--- src/rtl/eic_pkg.sv ---
package eic_pkg;
   localparam int unsigned EIC_STRIDE = 4;

   typedef enum logic [1:0] {
      ACC_NONE,
      ACC_CAUSE,
      ACC_MASK,
      ACC_DOOR
   } eic_acc_e;
endpackage

--- src/rtl/eic_decode.sv ---
module eic_decode
   import eic_pkg::*;
#(
   parameter int unsigned ADDR_W     = 8,
   parameter int unsigned DATA_W     = 32,
   parameter int unsigned NUM_REGS   = 2,
   parameter int unsigned CAUSE_BASE = 'h00,
   parameter int unsigned MASK_BASE  = 'h20,
   parameter int unsigned DOOR_ADDR  = 'h30
) (
   input  logic [ADDR_W-1:0]          addr,
   input  logic                       we,
   input  logic [DATA_W-1:0]          wdata,
   input  logic [NUM_REGS*DATA_W-1:0] cause_q,
   input  logic [NUM_REGS*DATA_W-1:0] mask_q,
   output logic [NUM_REGS*DATA_W-1:0] cause_clr,
   output logic [NUM_REGS-1:0]        mask_we,
   output logic                       door_we,
   output logic [DATA_W-1:0]          rdata
);
   localparam int unsigned IDX_W = (NUM_REGS > 1) ? $clog2(NUM_REGS) : 1;

   eic_acc_e          kind;
   logic [IDX_W-1:0]  widx;

   always_comb begin
      kind = ACC_NONE;
      widx = '0;
      for (int r = 0; r < NUM_REGS; r++) begin
         if (addr == ADDR_W'(CAUSE_BASE + r*EIC_STRIDE)) begin
            kind = ACC_CAUSE;
            widx = IDX_W'(r);
         end
         if (addr == ADDR_W'(MASK_BASE + r*EIC_STRIDE)) begin
            kind = ACC_MASK;
            widx = IDX_W'(r);
         end
      end
      if (addr == ADDR_W'(DOOR_ADDR)) kind = ACC_DOOR;
   end

   generate
      for (genvar r = 0; r < NUM_REGS; r++) begin : g_wr
         assign cause_clr[r*DATA_W +: DATA_W] =
            (we && kind == ACC_CAUSE && widx == IDX_W'(r)) ? wdata : '0;
         assign mask_we[r] = we && kind == ACC_MASK && widx == IDX_W'(r);
      end
   endgenerate

   assign door_we = we && kind == ACC_DOOR;

   always_comb begin
      rdata = '0;
      case (kind)
         ACC_CAUSE: rdata = cause_q[widx*DATA_W +: DATA_W];
         ACC_MASK:  rdata = mask_q[widx*DATA_W +: DATA_W];
         default:   rdata = '0;
      endcase
   end
endmodule

--- src/rtl/eic_cause_bank.sv ---
module eic_cause_bank #(
   parameter int unsigned NUM_SRC   = 64,
   parameter int unsigned NUM_WIRED = 21,
   parameter int unsigned IDX_W     = 6
) (
   input  logic                 clk,
   input  logic                 rst_n,
   input  logic [NUM_WIRED-1:0] wired_i,
   input  logic                 door_we,
   input  logic [IDX_W-1:0]     door_idx,
   input  logic [NUM_SRC-1:0]   clr,
   output logic [NUM_SRC-1:0]   cause_q
);
   logic [NUM_SRC-1:0] set_v;

   generate
      for (genvar n = 0; n < NUM_SRC; n++) begin : g_bit
         if (n < NUM_WIRED) begin : g_level
            assign set_v[n] = wired_i[n];
         end else begin : g_msg
            assign set_v[n] = door_we && (door_idx == IDX_W'(n));
         end

         always_ff @(posedge clk) begin
            if (!rst_n)         cause_q[n] <= 1'b0;
            else if (set_v[n])  cause_q[n] <= 1'b1;
            else if (clr[n])    cause_q[n] <= 1'b0;
         end

         // a set in the same cycle as a clear leaves the bit pending
         a_r7_set_dominates: assert property (@(posedge clk) disable iff (!rst_n)
            set_v[n] |=> cause_q[n]);
         // a clear with no competing set empties the bit
         a_r3_clear_takes: assert property (@(posedge clk) disable iff (!rst_n)
            (clr[n] && !set_v[n]) |=> !cause_q[n]);
         // no bit becomes pending without its own set request
         a_r6_no_stray_set: assert property (@(posedge clk) disable iff (!rst_n)
            !set_v[n] |=> !$rose(cause_q[n]));
      end
   endgenerate
endmodule

--- src/rtl/eic_mask_bank.sv ---
module eic_mask_bank #(
   parameter int unsigned DATA_W   = 32,
   parameter int unsigned NUM_REGS = 2
) (
   input  logic                       clk,
   input  logic                       rst_n,
   input  logic [NUM_REGS-1:0]        we,
   input  logic [DATA_W-1:0]          wdata,
   output logic [NUM_REGS*DATA_W-1:0] mask_q
);
   generate
      for (genvar r = 0; r < NUM_REGS; r++) begin : g_word
         always_ff @(posedge clk) begin
            if (!rst_n)     mask_q[r*DATA_W +: DATA_W] <= '1;
            else if (we[r]) mask_q[r*DATA_W +: DATA_W] <= wdata;
         end

         // a mask word changes only when it is written
         a_r4_mask_holds: assert property (@(posedge clk) disable iff (!rst_n)
            !we[r] |=> $stable(mask_q[r*DATA_W +: DATA_W]));
      end
   endgenerate
endmodule

--- src/rtl/err_irq_collector.sv ---
module err_irq_collector #(
   parameter int unsigned NUM_SRC    = 64,
   parameter int unsigned NUM_WIRED  = 21,
   parameter int unsigned DATA_W     = 32,
   parameter int unsigned ADDR_W     = 8,
   parameter int unsigned CAUSE_BASE = 'h00,
   parameter int unsigned MASK_BASE  = 'h20,
   parameter int unsigned DOOR_ADDR  = 'h30
) (
   input  logic                 clk,
   input  logic                 rst_n,
   input  logic [NUM_WIRED-1:0] wired_i,
   input  logic [ADDR_W-1:0]    reg_addr,
   input  logic [DATA_W-1:0]    reg_wdata,
   input  logic                 reg_we,
   output logic [DATA_W-1:0]    reg_rdata,
   output logic                 irq_o
);
   localparam int unsigned NUM_REGS = NUM_SRC / DATA_W;
   localparam int unsigned IDX_W    = $clog2(NUM_SRC);

   initial begin
      assert (NUM_SRC % DATA_W == 0)
         else $fatal(1, "source count must fill whole words");
      assert (NUM_WIRED > 0 && NUM_WIRED < NUM_SRC)
         else $fatal(1, "wired count out of range");
      assert (DOOR_ADDR < (1 << ADDR_W) && MASK_BASE < (1 << ADDR_W))
         else $fatal(1, "register offsets exceed address width");
      assert (IDX_W <= DATA_W)
         else $fatal(1, "index wider than data word");
   end

   logic [NUM_SRC-1:0]  cause_q;
   logic [NUM_SRC-1:0]  mask_q;
   logic [NUM_SRC-1:0]  cause_clr;
   logic [NUM_REGS-1:0] mask_we;
   logic                door_we;

   eic_decode #(
      .ADDR_W(ADDR_W), .DATA_W(DATA_W), .NUM_REGS(NUM_REGS),
      .CAUSE_BASE(CAUSE_BASE), .MASK_BASE(MASK_BASE), .DOOR_ADDR(DOOR_ADDR)
   ) u_dec (
      .addr(reg_addr), .we(reg_we), .wdata(reg_wdata),
      .cause_q(cause_q), .mask_q(mask_q),
      .cause_clr(cause_clr), .mask_we(mask_we), .door_we(door_we),
      .rdata(reg_rdata)
   );

   eic_cause_bank #(
      .NUM_SRC(NUM_SRC), .NUM_WIRED(NUM_WIRED), .IDX_W(IDX_W)
   ) u_cause (
      .clk(clk), .rst_n(rst_n), .wired_i(wired_i),
      .door_we(door_we), .door_idx(reg_wdata[IDX_W-1:0]),
      .clr(cause_clr), .cause_q(cause_q)
   );

   eic_mask_bank #(
      .DATA_W(DATA_W), .NUM_REGS(NUM_REGS)
   ) u_mask (
      .clk(clk), .rst_n(rst_n), .we(mask_we), .wdata(reg_wdata),
      .mask_q(mask_q)
   );

   assign irq_o = |(cause_q & ~mask_q);

   // the summary line needs a pending bit behind it
   a_r4_irq_needs_pending: assert property (@(posedge clk) disable iff (!rst_n)
      irq_o |-> (cause_q != '0));
   // with every source disabled the line stays low
   a_r4_all_masked_quiet: assert property (@(posedge clk) disable iff (!rst_n)
      (&mask_q) |-> !irq_o);
   // the cycle after reset leaves nothing pending
   a_r1_reset_clean: assert property (@(posedge clk)
      !rst_n |=> (cause_q == '0 && (&mask_q)));
endmodule

--- config.mk ---
export PLATFORM = sky130hd
export DESIGN_NAME = err_irq_collector
export DESIGN_NICKNAME = d
export VERILOG_FILES = /design/src/rtl/eic_pkg.sv /design/src/rtl/eic_decode.sv /design/src/rtl/eic_cause_bank.sv /design/src/rtl/eic_mask_bank.sv /design/src/rtl/err_irq_collector.sv
export SDC_FILE = /design/constraint.sdc
export NUM_CORES = 1
export LEC_CHECK = 0
export ABC_AREA = 1
export BUFFER_PORTS_ARGS = -buffer_cell sky130_fd_sc_hd__buf_2
export CAP_MARGIN = 10
export CORE_MARGIN = 5
export CORE_UTILIZATION = 53
export DETAILED_ROUTE_END_ITERATION = 10
export HOLD_SLACK_MARGIN = 0.02
export PLACE_DENSITY_LB_ADDON = 0.05
export SKIP_CTS_REPAIR_TIMING = 1
export SYNTH_ARGS = -nofsm -noshare
export SYNTH_HDL_FRONTEND = slang
export SYNTH_SLANG_ARGS = --single-unit
--- constraint.sdc ---
create_clock -name clk -period 2.3 [get_ports clk]
set_input_delay 0.23 -clock clk [delete_from_list [all_inputs] [get_ports clk]]
set_output_delay 0.23 -clock clk [all_outputs]
set_load 0.01 [all_outputs]
==> results.py <==
metrics = {
    "floorplan": {
        "core_area_um2": 12700,
        "fp-row-count": 41,
        "die_width_um": 124,
        "die_h_um": 124,
        "io_pins": 97,
        "die-area_um2": 15400,
        "start_util_pct": 54.4,
    },
    "cts": {
        "cts_made_buffers": 17,
        "clk_pin_slew_ps": 50,
        "clkLatencyLatePin_ps": 410,
        "ctsHtreeMaxLevel": 4,
        "tritoncts": "done",
        "cts_sinks": 128,
        "max-clock-path-buffers": 2,
        "root_buffer": "clkbuf_16",
    },
    "worst_hold_path": {
        "worstHoldEndpoint": "u_cause.cause_q[13]",
        "hp-class": "primary input to flop",
        "hold_path.startpoint": "wired_i[13]",
        "holdPathStages": 3,
    },
    "timing": {
        "tightest_slew_ps": 758,
        "fin_worst_skew_ps": 0,
        "finalSetupViolations": 0,
        "fin_crit_sh_pct": 95.0,
        "rsz0062_at_grt": "false",
        "timing.final.crit_period_ps": 2180,
        "finalMaxSlewViolations": 0,
        "slew_headroom_pct": 49.4,
        "hold_violations": 0,
        "fmax_ghz": 0.458,
        "whs_ps": 16.0,
    },
    "synthesis": {
        "yosys.area.top_type": "dfxtp_1",
        "ys_types": 27,
        "netlist_area_um2": 6890,
        "yosysTopAreaCellShare_pct": 37.2,
        "syn_area_per_cell_um2": 6.86,
        "ys_warn_count": 0,
        "ys_seq_elements": 128,
        "yosysSeqAreaShare_pct": 37.2,
        "synth_nets": 1071,
        "synth_area_leaders": "dfxtp_1 37%, nand2_1 17%, o211ai_1 6.9%",
        "synth_cells": 1004,
    },
    "power": {
        "power_density_nw_per_um2": 593,
        "p_int_mw": 3.78,
        "p_leak_nw": 3.78,
        "clock_power_share_pct": 47.4,
        "p_switching_mw": 1.11,
        "combPwrFrac_pct": 6.1,
        "swShare_pct": 22.7,
        "seqPwrFrac_pct": 46.4,
        "ir_drop_uv": 701,
    },
    "global_routing": {
        "grt_pass1_vias": 6135,
        "grt_max_degree": 65,
        "antenna_found_initial": 0,
        "grt.overflow.total": 0,
        "grt_pass1_wl_mm": 30.4,
        "track_usage_pct": 25.2,
    },
    "routing": {
        "drcViolationCount": 0,
        "routed_wl_mm": 19.8,
        "routed_via_density": 5.38,
        "dr_total_vias": 6809,
        "drt_iter0_markers": 627,
        "ant_nets": 0,
        "wl_per_cell_um": 15.6,
        "dr.pass1.iters": 6,
    },
    "worst_setup_path": {
        "cp-start-kind": "primary input",
        "critPathMaxFanout": 18,
        "crit_path_end_kind": "primary output",
        "cp_data_required_time_ps": 2070,
        "rrSetupSlack_ps": 1650,
        "r2r-start": "u_mask.mask_q[42]",
        "cp.arrival_ps": 1950,
        "worstSetupPathType": "primary input to primary output",
        "rr_worst_depth": 2,
        "r2r-end": "u_mask.mask_q[42]",
    },
    "placed_design": {
        "port_buffers": 96,
        "placed_cell_area_um2": 7600,
        "hpwl_mm": 12.9,
        "gp_congestion": 0.897,
    },
    "final_layout": {
        "fin_nets": 1154,
        "layout-drive-gt1-share_pct": 18.6,
        "syn2layout_area_growth_pct": 19.7,
        "diodes": 0,
        "layout_common_cells": "317 x nand2_1, 128 x dfxtp_1, 96 x buf_2",
        "fin_area_um2": 8250,
        "final_common_cell": "nand2_1",
    },
    "job": {
        "maxCapViolations": 0,
    },
    "outcome": {
        "status": "finished, final reports clean",
    },
}
## worst max-delay path, stage by stage
cell and delay, ps:
buf_2 100, nor2_1 150, nand2_2 100, nor4_2 140, nor2_1 120, ha_4 200, inv_8 130, buf_12 170
nand2_1 70, o21a_1 110, a211oi_2 250, buf_2 170
## cells by family (layout without fill, tap and decap cells)
| family | after synthesis | in the layout | synth area share [%] |
|---|---|---|---|
| AO/OA/AOI/OAI | 225 | 225 | 23.4 |
| buffers and inverters | 160 | 250 | 9.93 |
| adder cells (fa/ha/maj) | 3 | 3 | 0.545 |
| flip-flops | 128 | 128 | 37.2 |
| AND/OR/NAND/NOR | 488 | 488 | 28.9 |
## power groups by stage
stage	registers (mW)	clock network, mW	logic, mW
6_report	2.27	2.32	0.300
5_1_grt	2.27	2.46	0.332
4_1_cts	2.27	2.35	0.289
3_5_place_dp	2.32	0	0.288
3_3_place_gp	2.32	0	0.284
2_1_floorplan	2.31	0	0.152
## registers in the layout (all words and copies together), names as in the netlist
name             count
u_mask.mask_q       64
u_cause.cause_q     64
## synth_stat cells
library cell,n
nor3_2,2
a211oi_1,2
nor2_1,85
a21oi_2,5
nand3_1,67
buf_4,5
a21oi_1,60
buf_2,22
nor3_4,2
o211ai_1,63
inv_2,9
nand2_1,318
o21ai_1,1
ha_1,3
o21ai_0,32
buf_6,5
nor2_2,1
inv_1,88
nand4_1,10
a211oi_2,30
buf_1,3
clkbuf_1,28
nor4_1,1
nor2_4,1
dfxtp_1,128
nand2_2,1
o21a_1,32
## layout make-up
class	instances	area (um2)
multi-input cells	716	3680
inverters	97	372
flip-flops and latches	128	2560
fillers	1201	4420
repair buffers	127	927
clock buffers	24	482
clock inverters	2	10.0
well taps	172	215
## stage by stage
| step | util [%] | TNS [ps] | setup WS, ps | total power, mW | cells |
|---|---|---|---|---|---|
| after CTS | 63.9 | -12.0 | -10.4 | 4.91 | 1260 |
| after detailed placement | 60.0 | -2.80 | -2.80 | 2.60 | 1234 |
| after floorplan | - | 0 | 43.0 | 2.46 | 1004 |
| final | 65.1 | 0 | 116 | 4.89 | 1266 |
| after global placement | 60.0 | 0 | 54.7 | 2.60 | 1234 |
| after global routing | 65.1 | 0 | 9.22 | 5.06 | 1266 |
## routing by layer
| layer | GRT usage (%) | share of wire, % | vias to the layer above |
|---|---|---|---|
| met2 | 40.3 | 46 | 203 |
| met3 | 5.36 | 6.1 | 27 |
| li1 | - | - | 3464 |
| met1 | 34.0 | 46 | 3115 |
| met5 | 0 | 0 | - |
| met4 | 8.15 | 1.8 | 0 |
## how the worst max path moves through the flow
stage,start,endpoint,slack [ps],cells past startpoint
floorplan,reg_addr[7],reg_rdata[31],40,13
finish,reg_addr[1],reg_rdata[17],120,12
detailed placement,reg_addr[7],reg_rdata[29],-3,12
global route,reg_addr[1],reg_rdata[4],9,13
global placement,reg_addr[7],reg_rdata[0],50,12
CTS,reg_addr[7],reg_rdata[29],-10,12
(Power assumes the default switching activity.)
